`config.mk`:
```
export PLATFORM = sky130hd
export DESIGN_NAME = gpio_pinbank
export DESIGN_NICKNAME = d
export VERILOG_FILES = /design/src/rtl/gpio_pinbank_pkg.sv /design/src/rtl/gpio_pinbank_rst.sv /design/src/rtl/gpio_pinbank_sync.sv /design/src/rtl/gpio_pinbank_pull.sv /design/src/rtl/gpio_pinbank_edge.sv /design/src/rtl/gpio_pinbank.sv
export SDC_FILE = /design/constraint.sdc
export NUM_CORES = 1
export LEC_CHECK = 0
export CORE_ASPECT_RATIO = 0.8
export CORE_MARGIN = 5
export CORE_UTILIZATION = 62
export CTS_BUF_LIST = sky130_fd_sc_hd__clkbuf_8 sky130_fd_sc_hd__clkbuf_16
export CTS_CLUSTER_SIZE = 8
export DETAILED_ROUTE_END_ITERATION = 8
export DONT_BUFFER_PORTS = 1
export MAX_ROUTING_LAYER = met4
export PLACE_DENSITY = 0.89
export SETUP_SLACK_MARGIN = 0.05
export SYNTH_ARGS = -nofsm -noshare
export SYNTH_HDL_FRONTEND = slang
export SYNTH_SLANG_ARGS = --single-unit
```
`constraint.sdc`:
```
create_clock -name clk -period 2.3 [get_ports clk]
set_clock_uncertainty 0.1 [all_clocks]
set_input_delay 0.46 -clock clk [delete_from_list [all_inputs] [get_ports clk]]
set_output_delay 0.46 -clock clk [all_outputs]
set_load 0.02 [all_outputs]
```
`src/rtl/gpio_pinbank_pkg.sv`:
```
package gpio_pinbank_pkg;

  // Register addresses on the 2-bit bus
  typedef enum logic [1:0] {
    REG_PULL   = 2'd0,
    REG_IRQCTL = 2'd1,
    REG_FLAG   = 2'd2,
    REG_NONE   = 2'd3
  } reg_sel_e;

endpackage

```
`src/rtl/gpio_pinbank_rst.sv`:
```
// Reset conditioner: asserts asynchronously, releases on the clock.
module gpio_pinbank_rst #(
  parameter int STAGES = 2
) (
  input  logic clk,
  input  logic rst_n,
  output logic rst_core
);

  logic [STAGES-1:0] chain_q;

  always_ff @(posedge clk or negedge rst_n) begin
    if (!rst_n) chain_q <= '0;
    else        chain_q <= {chain_q[STAGES-2:0], 1'b1};
  end

  assign rst_core = chain_q[STAGES-1];

endmodule

```
`src/rtl/gpio_pinbank_sync.sv`:
```
// Per-pin two-flop synchronizer for the asynchronous pad inputs.
module gpio_pinbank_sync #(
  parameter int W = 8
) (
  input  logic         clk,
  input  logic         rst_core,
  input  logic [W-1:0] d,
  output logic [W-1:0] q
);

  for (genvar i = 0; i < W; i++) begin : g_pin
    logic [1:0] stage_q;

    always_ff @(posedge clk or negedge rst_core) begin
      if (!rst_core) stage_q <= '0;
      else           stage_q <= {stage_q[0], d[i]};
    end

    assign q[i] = stage_q[1];
  end

endmodule

```
`src/rtl/gpio_pinbank_pull.sv`:
```
// Pull resolution: a pin is pulled only while it is a plain input.
module gpio_pinbank_pull #(
  parameter int NPIN = 8
) (
  input  logic [NPIN-1:0] pull_on,
  input  logic [NPIN-1:0] pull_up_sel,
  input  logic [NPIN-1:0] out_en,
  input  logic [NPIN-1:0] func_sel,
  output logic [NPIN-1:0] up,
  output logic [NPIN-1:0] dn
);

  for (genvar i = 0; i < NPIN; i++) begin : g_pin
    logic free_input;
    assign free_input = ~out_en[i] & ~func_sel[i];
    assign up[i] = pull_on[i] &  pull_up_sel[i] & free_input;
    assign dn[i] = pull_on[i] & ~pull_up_sel[i] & free_input;
  end

endmodule

```
`src/rtl/gpio_pinbank_edge.sv`:
```
// Edge detection and sticky flags; a set beats a clear in the same cycle.
module gpio_pinbank_edge #(
  parameter int NPIN = 8
) (
  input  logic            clk,
  input  logic            rst_core,
  input  logic [NPIN-1:0] level,
  input  logic [NPIN-1:0] fall_mode,
  input  logic [NPIN-1:0] gpio_mode,
  input  logic [NPIN-1:0] clr_mask,
  output logic [NPIN-1:0] flags
);

  logic [NPIN-1:0] prev_q;
  logic [NPIN-1:0] flag_q;
  logic [NPIN-1:0] flag_d;
  logic [NPIN-1:0] hit;

  for (genvar i = 0; i < NPIN; i++) begin : g_pin
    logic rise_i;
    logic fall_i;
    assign rise_i = level[i] & ~prev_q[i];
    assign fall_i = ~level[i] & prev_q[i];
    assign hit[i] = gpio_mode[i] & (fall_mode[i] ? fall_i : rise_i);
  end

  always_comb begin
    flag_d = (flag_q & ~clr_mask) | hit;
  end

  always_ff @(posedge clk or negedge rst_core) begin
    if (!rst_core) begin
      prev_q <= '0;
      flag_q <= '0;
    end else begin
      prev_q <= level;
      flag_q <= flag_d;
    end
  end

  assign flags = flag_q;

endmodule

```
`src/rtl/gpio_pinbank.sv`:
```
module gpio_pinbank
  import gpio_pinbank_pkg::*;
#(
  parameter int NPIN = 8,
  parameter int DW   = 16
) (
  input  logic            clk,
  input  logic            rst_n,
  input  logic            bus_sel,
  input  logic            bus_wr,
  input  logic [1:0]      bus_addr,
  input  logic [DW-1:0]   bus_wdata,
  output logic [DW-1:0]   bus_rdata,
  input  logic [NPIN-1:0] pad_in,
  input  logic [NPIN-1:0] out_en,
  input  logic [NPIN-1:0] func_sel,
  output logic [NPIN-1:0] pull_up_en,
  output logic [NPIN-1:0] pull_dn_en,
  output logic            irq
);

  localparam int HALF = DW / 2;

  logic rst_core;

  logic [NPIN-1:0] pull_on_q,  pull_on_d;
  logic [NPIN-1:0] pull_dir_q, pull_dir_d;
  logic [NPIN-1:0] fall_q,     fall_d;
  logic [NPIN-1:0] ie_q,       ie_d;
  logic            pull_ce, ctl_ce;

  logic            wr_pull, wr_ctl, wr_flag;
  logic [NPIN-1:0] clr_mask;
  logic [NPIN-1:0] pad_sync;
  logic [NPIN-1:0] flags;

  gpio_pinbank_rst #(.STAGES(2)) i_rst (
    .clk      (clk),
    .rst_n    (rst_n),
    .rst_core (rst_core)
  );

  // Write decode
  always_comb begin
    wr_pull = bus_sel && bus_wr && (reg_sel_e'(bus_addr) == REG_PULL);
    wr_ctl  = bus_sel && bus_wr && (reg_sel_e'(bus_addr) == REG_IRQCTL);
    wr_flag = bus_sel && bus_wr && (reg_sel_e'(bus_addr) == REG_FLAG);
    clr_mask = wr_flag ? bus_wdata[NPIN-1:0] : '0;
  end

  // Next state of the control registers
  always_comb begin
    pull_ce    = wr_pull;
    ctl_ce     = wr_ctl;
    pull_on_d  = bus_wdata[NPIN-1:0];
    pull_dir_d = bus_wdata[HALF +: NPIN];
    ie_d       = bus_wdata[NPIN-1:0];
    fall_d     = bus_wdata[HALF +: NPIN];
  end

  always_ff @(posedge clk or negedge rst_core) begin
    if (!rst_core) begin
      pull_on_q  <= '0;
      pull_dir_q <= '0;
    end else if (pull_ce) begin
      pull_on_q  <= pull_on_d;
      pull_dir_q <= pull_dir_d;
    end
  end

  always_ff @(posedge clk or negedge rst_core) begin
    if (!rst_core) begin
      ie_q   <= '0;
      fall_q <= '0;
    end else if (ctl_ce) begin
      ie_q   <= ie_d;
      fall_q <= fall_d;
    end
  end

  gpio_pinbank_sync #(.W(NPIN)) i_sync (
    .clk      (clk),
    .rst_core (rst_core),
    .d        (pad_in),
    .q        (pad_sync)
  );

  gpio_pinbank_edge #(.NPIN(NPIN)) i_edge (
    .clk       (clk),
    .rst_core  (rst_core),
    .level     (pad_sync),
    .fall_mode (fall_q),
    .gpio_mode (~func_sel),
    .clr_mask  (clr_mask),
    .flags     (flags)
  );

  gpio_pinbank_pull #(.NPIN(NPIN)) i_pull (
    .pull_on     (pull_on_q),
    .pull_up_sel (pull_dir_q),
    .out_en      (out_en),
    .func_sel    (func_sel),
    .up          (pull_up_en),
    .dn          (pull_dn_en)
  );

  assign irq = |(flags & ie_q);

  // Read mux
  always_comb begin
    bus_rdata = '0;
    unique case (reg_sel_e'(bus_addr))
      REG_PULL: begin
        bus_rdata[NPIN-1:0]    = pull_on_q;
        bus_rdata[HALF +: NPIN] = pull_dir_q;
      end
      REG_IRQCTL: begin
        bus_rdata[NPIN-1:0]    = ie_q;
        bus_rdata[HALF +: NPIN] = fall_q;
      end
      REG_FLAG: bus_rdata[NPIN-1:0] = flags;
      REG_NONE: bus_rdata = '0;
    endcase
  end

endmodule

```
=== Word level (Yosys, flattened, before mapping) ===
Index checks and enable logic that the tools add are counted.

* Register bits after elaboration: 66
* Output and inout bits: 33

* Reductions and logical operators: 6
* Equal/unequal tests: 3
* Bitwise operators: 109
* Mux-type cells: 11

{| class="wikitable"
|+ Operators by type and width
! kind !! number
|-
| AND 1 bit || 64
|-
| inverter 1 bit || 40
|-
| one-hot mux 8 bit (4 select lines) || 1
|-
| AND 8 bit || 2
|-
| inverter 8 bit || 2
|-
| one-hot mux 8 bit (2 select lines) || 1
|-
| 2-to-1 mux 1 bit || 8
|-
| 2-to-1 mux 8 bit || 1
|-
| OR 8 bit || 1
|-
| OR reduction 8 bit || 1
|-
| == test 2 bit, second input constant || 2
|-
| logical AND 1 bit || 4
|-
| == test 2 x 1 -> 1 bit, second input constant || 1
|-
| zero test 2 bit || 1
|}

=== Depth between registers and ports, before layout ===
* Depth in word-level cells: 6
* Mapped depth: 5
* Depth with buffers taken out: 3

=== Hierarchy ===
A second synthesis with hierarchy kept.

* Cells, all modules: 220
* Area, all modules: 3,094.2 sq um

{| class="wikitable"
|+ By module, submodules not included
! module !! area an instance (sq um) !! times used !! sequential area each (sq um) !! cells an instance
|-
| gpio_pinbank || 1,709.1 || 1 || 800.8 || 129
|-
| gpio_pinbank_edge || 650.6 || 1 || 400.4 || 48
|-
| gpio_pinbank_sync || 460.4 || 1 || 400.4 || 24
|-
| gpio_pinbank_pull || 220.2 || 1 || 0.0 || 16
|-
| gpio_pinbank_rst || 53.8 || 1 || 50.0 || 3
|}

=== Worst setup path after synthesis ===
Ideal clock, no wire load.

* Path kind: input-to-output
* From: input bus_addr[0]
* To: output bus_rdata[1]
* Cell stages on the path: 4
* Path buffers: 2
* Path slack: 0.360 ns
* Data required time: 1.740 ns
* Arrival: 1.380 ns
* Cell sequence: buf_6 -> buf_4 -> mux2i_1 -> o21ai_0

* Word-level cells in the longest chain between the ends: 2

{| class="wikitable"
|+ RTL lines
! what !! RTL line !! RTL
|-
| start: declaration || gpio_pinbank.sv:11 || <nowiki>input logic [1:0] bus_addr,</nowiki>
|-
| == test 2 bit, or another cell as far along || gpio_pinbank.sv:112 || <nowiki>unique case (reg_sel_e'(bus_addr))</nowiki>
|-
| one-hot mux 8 bit (4 select lines) (*) || gpio_pinbank.sv:112 ||
|-
| end: declaration || gpio_pinbank.sv:13 || <nowiki>output logic [DW-1:0] bus_rdata,</nowiki>
|}

Every way passes the cells marked *; elsewhere a longest branch is shown, timed or not.

=== Worst setup path in the final report ===
* From: register pull_on_q[0]
* To: output bus_rdata[0]

* Word-level cells in the longest chain between the ends: 1

{| class="wikitable"
|+ RTL lines
! what !! RTL line !! RTL
|-
| start: declaration || gpio_pinbank.sv:26 || <nowiki>logic [NPIN-1:0] pull_on_q, pull_on_d;</nowiki>
|-
| start signal: assignment || gpio_pinbank.sv:66 || <nowiki>pull_on_q <= pull_on_d;</nowiki>
|-
| one-hot mux 8 bit (4 select lines) || gpio_pinbank.sv:112 ||
|}

Every way passes these cells.

==> out/results.tsv <==
stage	metric	value	unit
floorplan	io_pins	79	
grt	grt_pass1_wl	9.90	mm
cells_and_area	diodes	0	
pwr	max-vdd-ir-drop	0.670	mV
clocking	post-cts-setup-buffers	0	
sta	worst_slew_pin_slew	640	ps
sta	hold_ws	53.8	ps
routing	wirelength	6.02	mm
clocking	ctsHtreeMaxLevel	3	
placed_design	io_buffers	0	
pwr	p_switching	795	µW
logic_synthesis	synthTopCellsByArea	dfrtp_1 57%, mux2_4 8.3%, mux2_2 6.2%, mux2i_1 5.5%, nor4bb_1 2.8%	
routing	drt_iter0_drc	72	
cells_and_area	fin_nets	290	
pwr	p_clk_share	29.8	%
cells_and_area	final_common_cell	dfrtp_1	
clocking	clkSlewWorstSetupHoldPaths	60	ps
routing	vias	1859	
floorplan	fp.dieArea	6160	µm²
pwr	p_total	2900	µW
clocking	cts-buffers-inserted	9	
routing	antenna_left	0	
placed_design	place.gp.congestion	0.785	
grt	track_usage	21.8	%
sta	finalSetupViolCount	0	
critical_path	crit_buf_inv	0	
routing	wl_per_cell	19.5	µm
logic_synthesis	synth_seq_cells	66	
clocking	cts.path.max_buffers	2	
logic_synthesis	synth_area	2910	µm²
clocking	cts_tree	done	
critical_path	cpLargestDelayFamily	compound AO/OA/AOI/OAI gates	
cells_and_area	areaGrowthSynthToFinish	14.1	%
sta	timing.fmax	0.525	GHz
critical_path	startpoint_type	register	
routing	drc_errors	0	
sta	rsz0062_at_grt	false	
worst_hold_path	worstHoldStart	pad_in[5]	
logic_synthesis	ys_seq_area_share	56.8	%
grt	grt_max_degree	38	
critical_path	crit_fanout	4	
clocking	clock_sinks	66	
pwr	leakage	0.00149	µW
cells_and_area	mostFrequentLayoutCells	65 x dfrtp_1, 26 x buf_4, 17 x nand2_1	
clocking	cts_hold_buf	1	
logic_synthesis	yosysTopAreaCell	dfrtp_1	
floorplan	die_h	71.2	µm
pwr	p_per_area	874	nW/µm²
logic_synthesis	ys_warn_count	0	
worst_hold_path	worstHoldPathCells	0	
worst_hold_path	whs_endpoint	i_sync.g_pin[5].stage_q[0]	
sta	period_needed	1900	ps
floorplan	core-area	4570	µm²
status	status	complete, no violations	
critical_path	cpMaxStageDelayCell	o21ai_0	
cells_and_area	drive_gt1_share	30.5	%
critical_path	r2r_start	fall_q[0]	
grt	grt_overflow	0	
job	maxCapViolations	0	
critical_path	cpPeakStageDelay	520	ps
logic_synthesis	synth-main-ff-cell	dfrtp_1	
critical_path	arrival	1340	ps
sta	fin_crit_sh	82.8	%
logic_synthesis	synth_top_area_share	56.8	%
pwr	p_comb_share	18.2	%
clocking	insertion_delay	330	ps
critical_path	cp-end-kind	primary output	
logic_synthesis	synth_fp_nets	259	
floorplan	rows	22	
pwr	seqPwrFrac	51.9	%
grt	antenna_found_initial	0	
worst_hold_path	hold_class	input port to register	
routing	drt_first_pass_iters	4	
clocking	cts-resized-gates	0	
floorplan	fp.dieW	86.5	µm
critical_path	r2r_end	i_edge.flags[0]	
floorplan	start_util	63.6	%
routing	routed_via_density	6.02	
sta	fin_tns_setup	0	ps
pwr	p_int	2100	µW
pwr	p_sw_share	27.4	%
critical_path	reg2reg_setup_slack	1240	ps
clocking	root_buffer	clkbuf_8	
grt	grt_pass1_vias	2015	
logic_synthesis	synth_edf_count	0	
logic_synthesis	async_flop_share	100	%
critical_path	worstPathRequired	1740	ps
sta	final_max_slew_viol_count	0	
critical_path	cp_cell_sequence	mux2i_1, o21ai_0	
placed_design	dp_hpwl	4.42	mm
critical_path	setup.worst_path.class	register to primary output	
logic_synthesis	syn_avg_cell_area	13.6	µm²
sta	hold_viol	0	
sta	slew_headroom	56.9	%
logic_synthesis	synth_cell_types	25	
cells_and_area	fin_util	72.6	%
critical_path	r2r_cells	3	
logic_synthesis	synthCells	213	
## state kept, by name (all words and copies together), names as in the netlist
register / flops
fall_q: 8
i_edge.flags: 8
i_edge.prev_q: 8
i_rst.chain_q: 2
i_sync.g_pin.stage_q: 16
ie_q: 8
pull_dir_q: 8
pull_on_q: 8
## power by group through the flow
stage / Clock, µW / Sequential (µW) / Combinational [µW]
after floorplan: 0 / 1470 / 427
after global placement: 0 / 1510 / 509
after detailed placement: 0 / 1520 / 531
after CTS: 888 / 1500 / 535
after global routing: 946 / 1530 / 572
final: 865 / 1510 / 529
## routing by layer
layer  part of all wire (%)  GRT usage [%]  routed length (µm)  vias to the layer above
met1                     43           26.3                2570                      936
met5                      0              -                   0                        -
li1                       -              -                   -                      845
met4                    1.3           7.27                  81                        0
met2                     47           32.9                2830                       68
met3                    8.9           9.66                 537                       10
## stage by stage
step,worst slack [ps],instance area (µm²),instances
after floorplan,226,2910,213
after global placement,645,3120,292
after detailed placement,610,3120,292
after CTS,354,3320,309
after global routing,328,3320,309
final,396,3320,309
## cell type report
type	instances	area, µm²
clock buffers	12	165
repair buffers	28	225
multi-input cells	139	1180
well taps	60	75.1
fillers	305	1250
flip-flops and latches	66	1650
clock inverters	4	17.5
## how the worst max path moves through the flow
| stage | startpoint | to | slack, ps | cells past startpoint |
|---|---|---|---|---|
| floorplan | i_rst.chain_q[1] | fall_q[0] | 230 | 0 |
| global placement | bus_addr[1] | bus_rdata[5] | 650 | 5 |
| detailed placement | bus_addr[1] | bus_rdata[7] | 610 | 5 |
| CTS | pull_on_q[0] | bus_rdata[0] | 350 | 2 |
| global route | pull_on_q[0] | bus_rdata[0] | 330 | 2 |
| finish | pull_on_q[0] | bus_rdata[0] | 400 | 2 |
## cell usage after synthesis, types with 2 or more instances
| library cell | count |
|---|---|
| a21oi_1 | 8 |
| a22oi_1 | 4 |
| buf_6 | 3 |
| clkbuf_1 | 2 |
| dfrtp_1 | 66 |
| mux2_2 | 16 |
| mux2_4 | 16 |
| mux2i_1 | 16 |
| nand2_1 | 17 |
| nor2_1 | 9 |
| nor2b_1 | 8 |
| nor3b_1 | 7 |
| nor4b_1 | 8 |
| nor4bb_1 | 8 |
| o21ai_0 | 8 |
| o2bb2ai_1 | 8 |
## kinds of logic (layout without fill, tap and decap cells)
kind of cell | count (synthesis) | in the layout | synth area share, %
flip-flops | 66 | 66 | 56.8
AND/OR/NAND/NOR | 62 | 62 | 14.3
multiplexers | 48 | 48 | 20.0
AO/OA/AOI/OAI | 28 | 28 | 6.20
buffers and inverters | 8 | 44 | 2.54
other | 1 | 1 | 0.129
(Power assumes the default switching activity.)
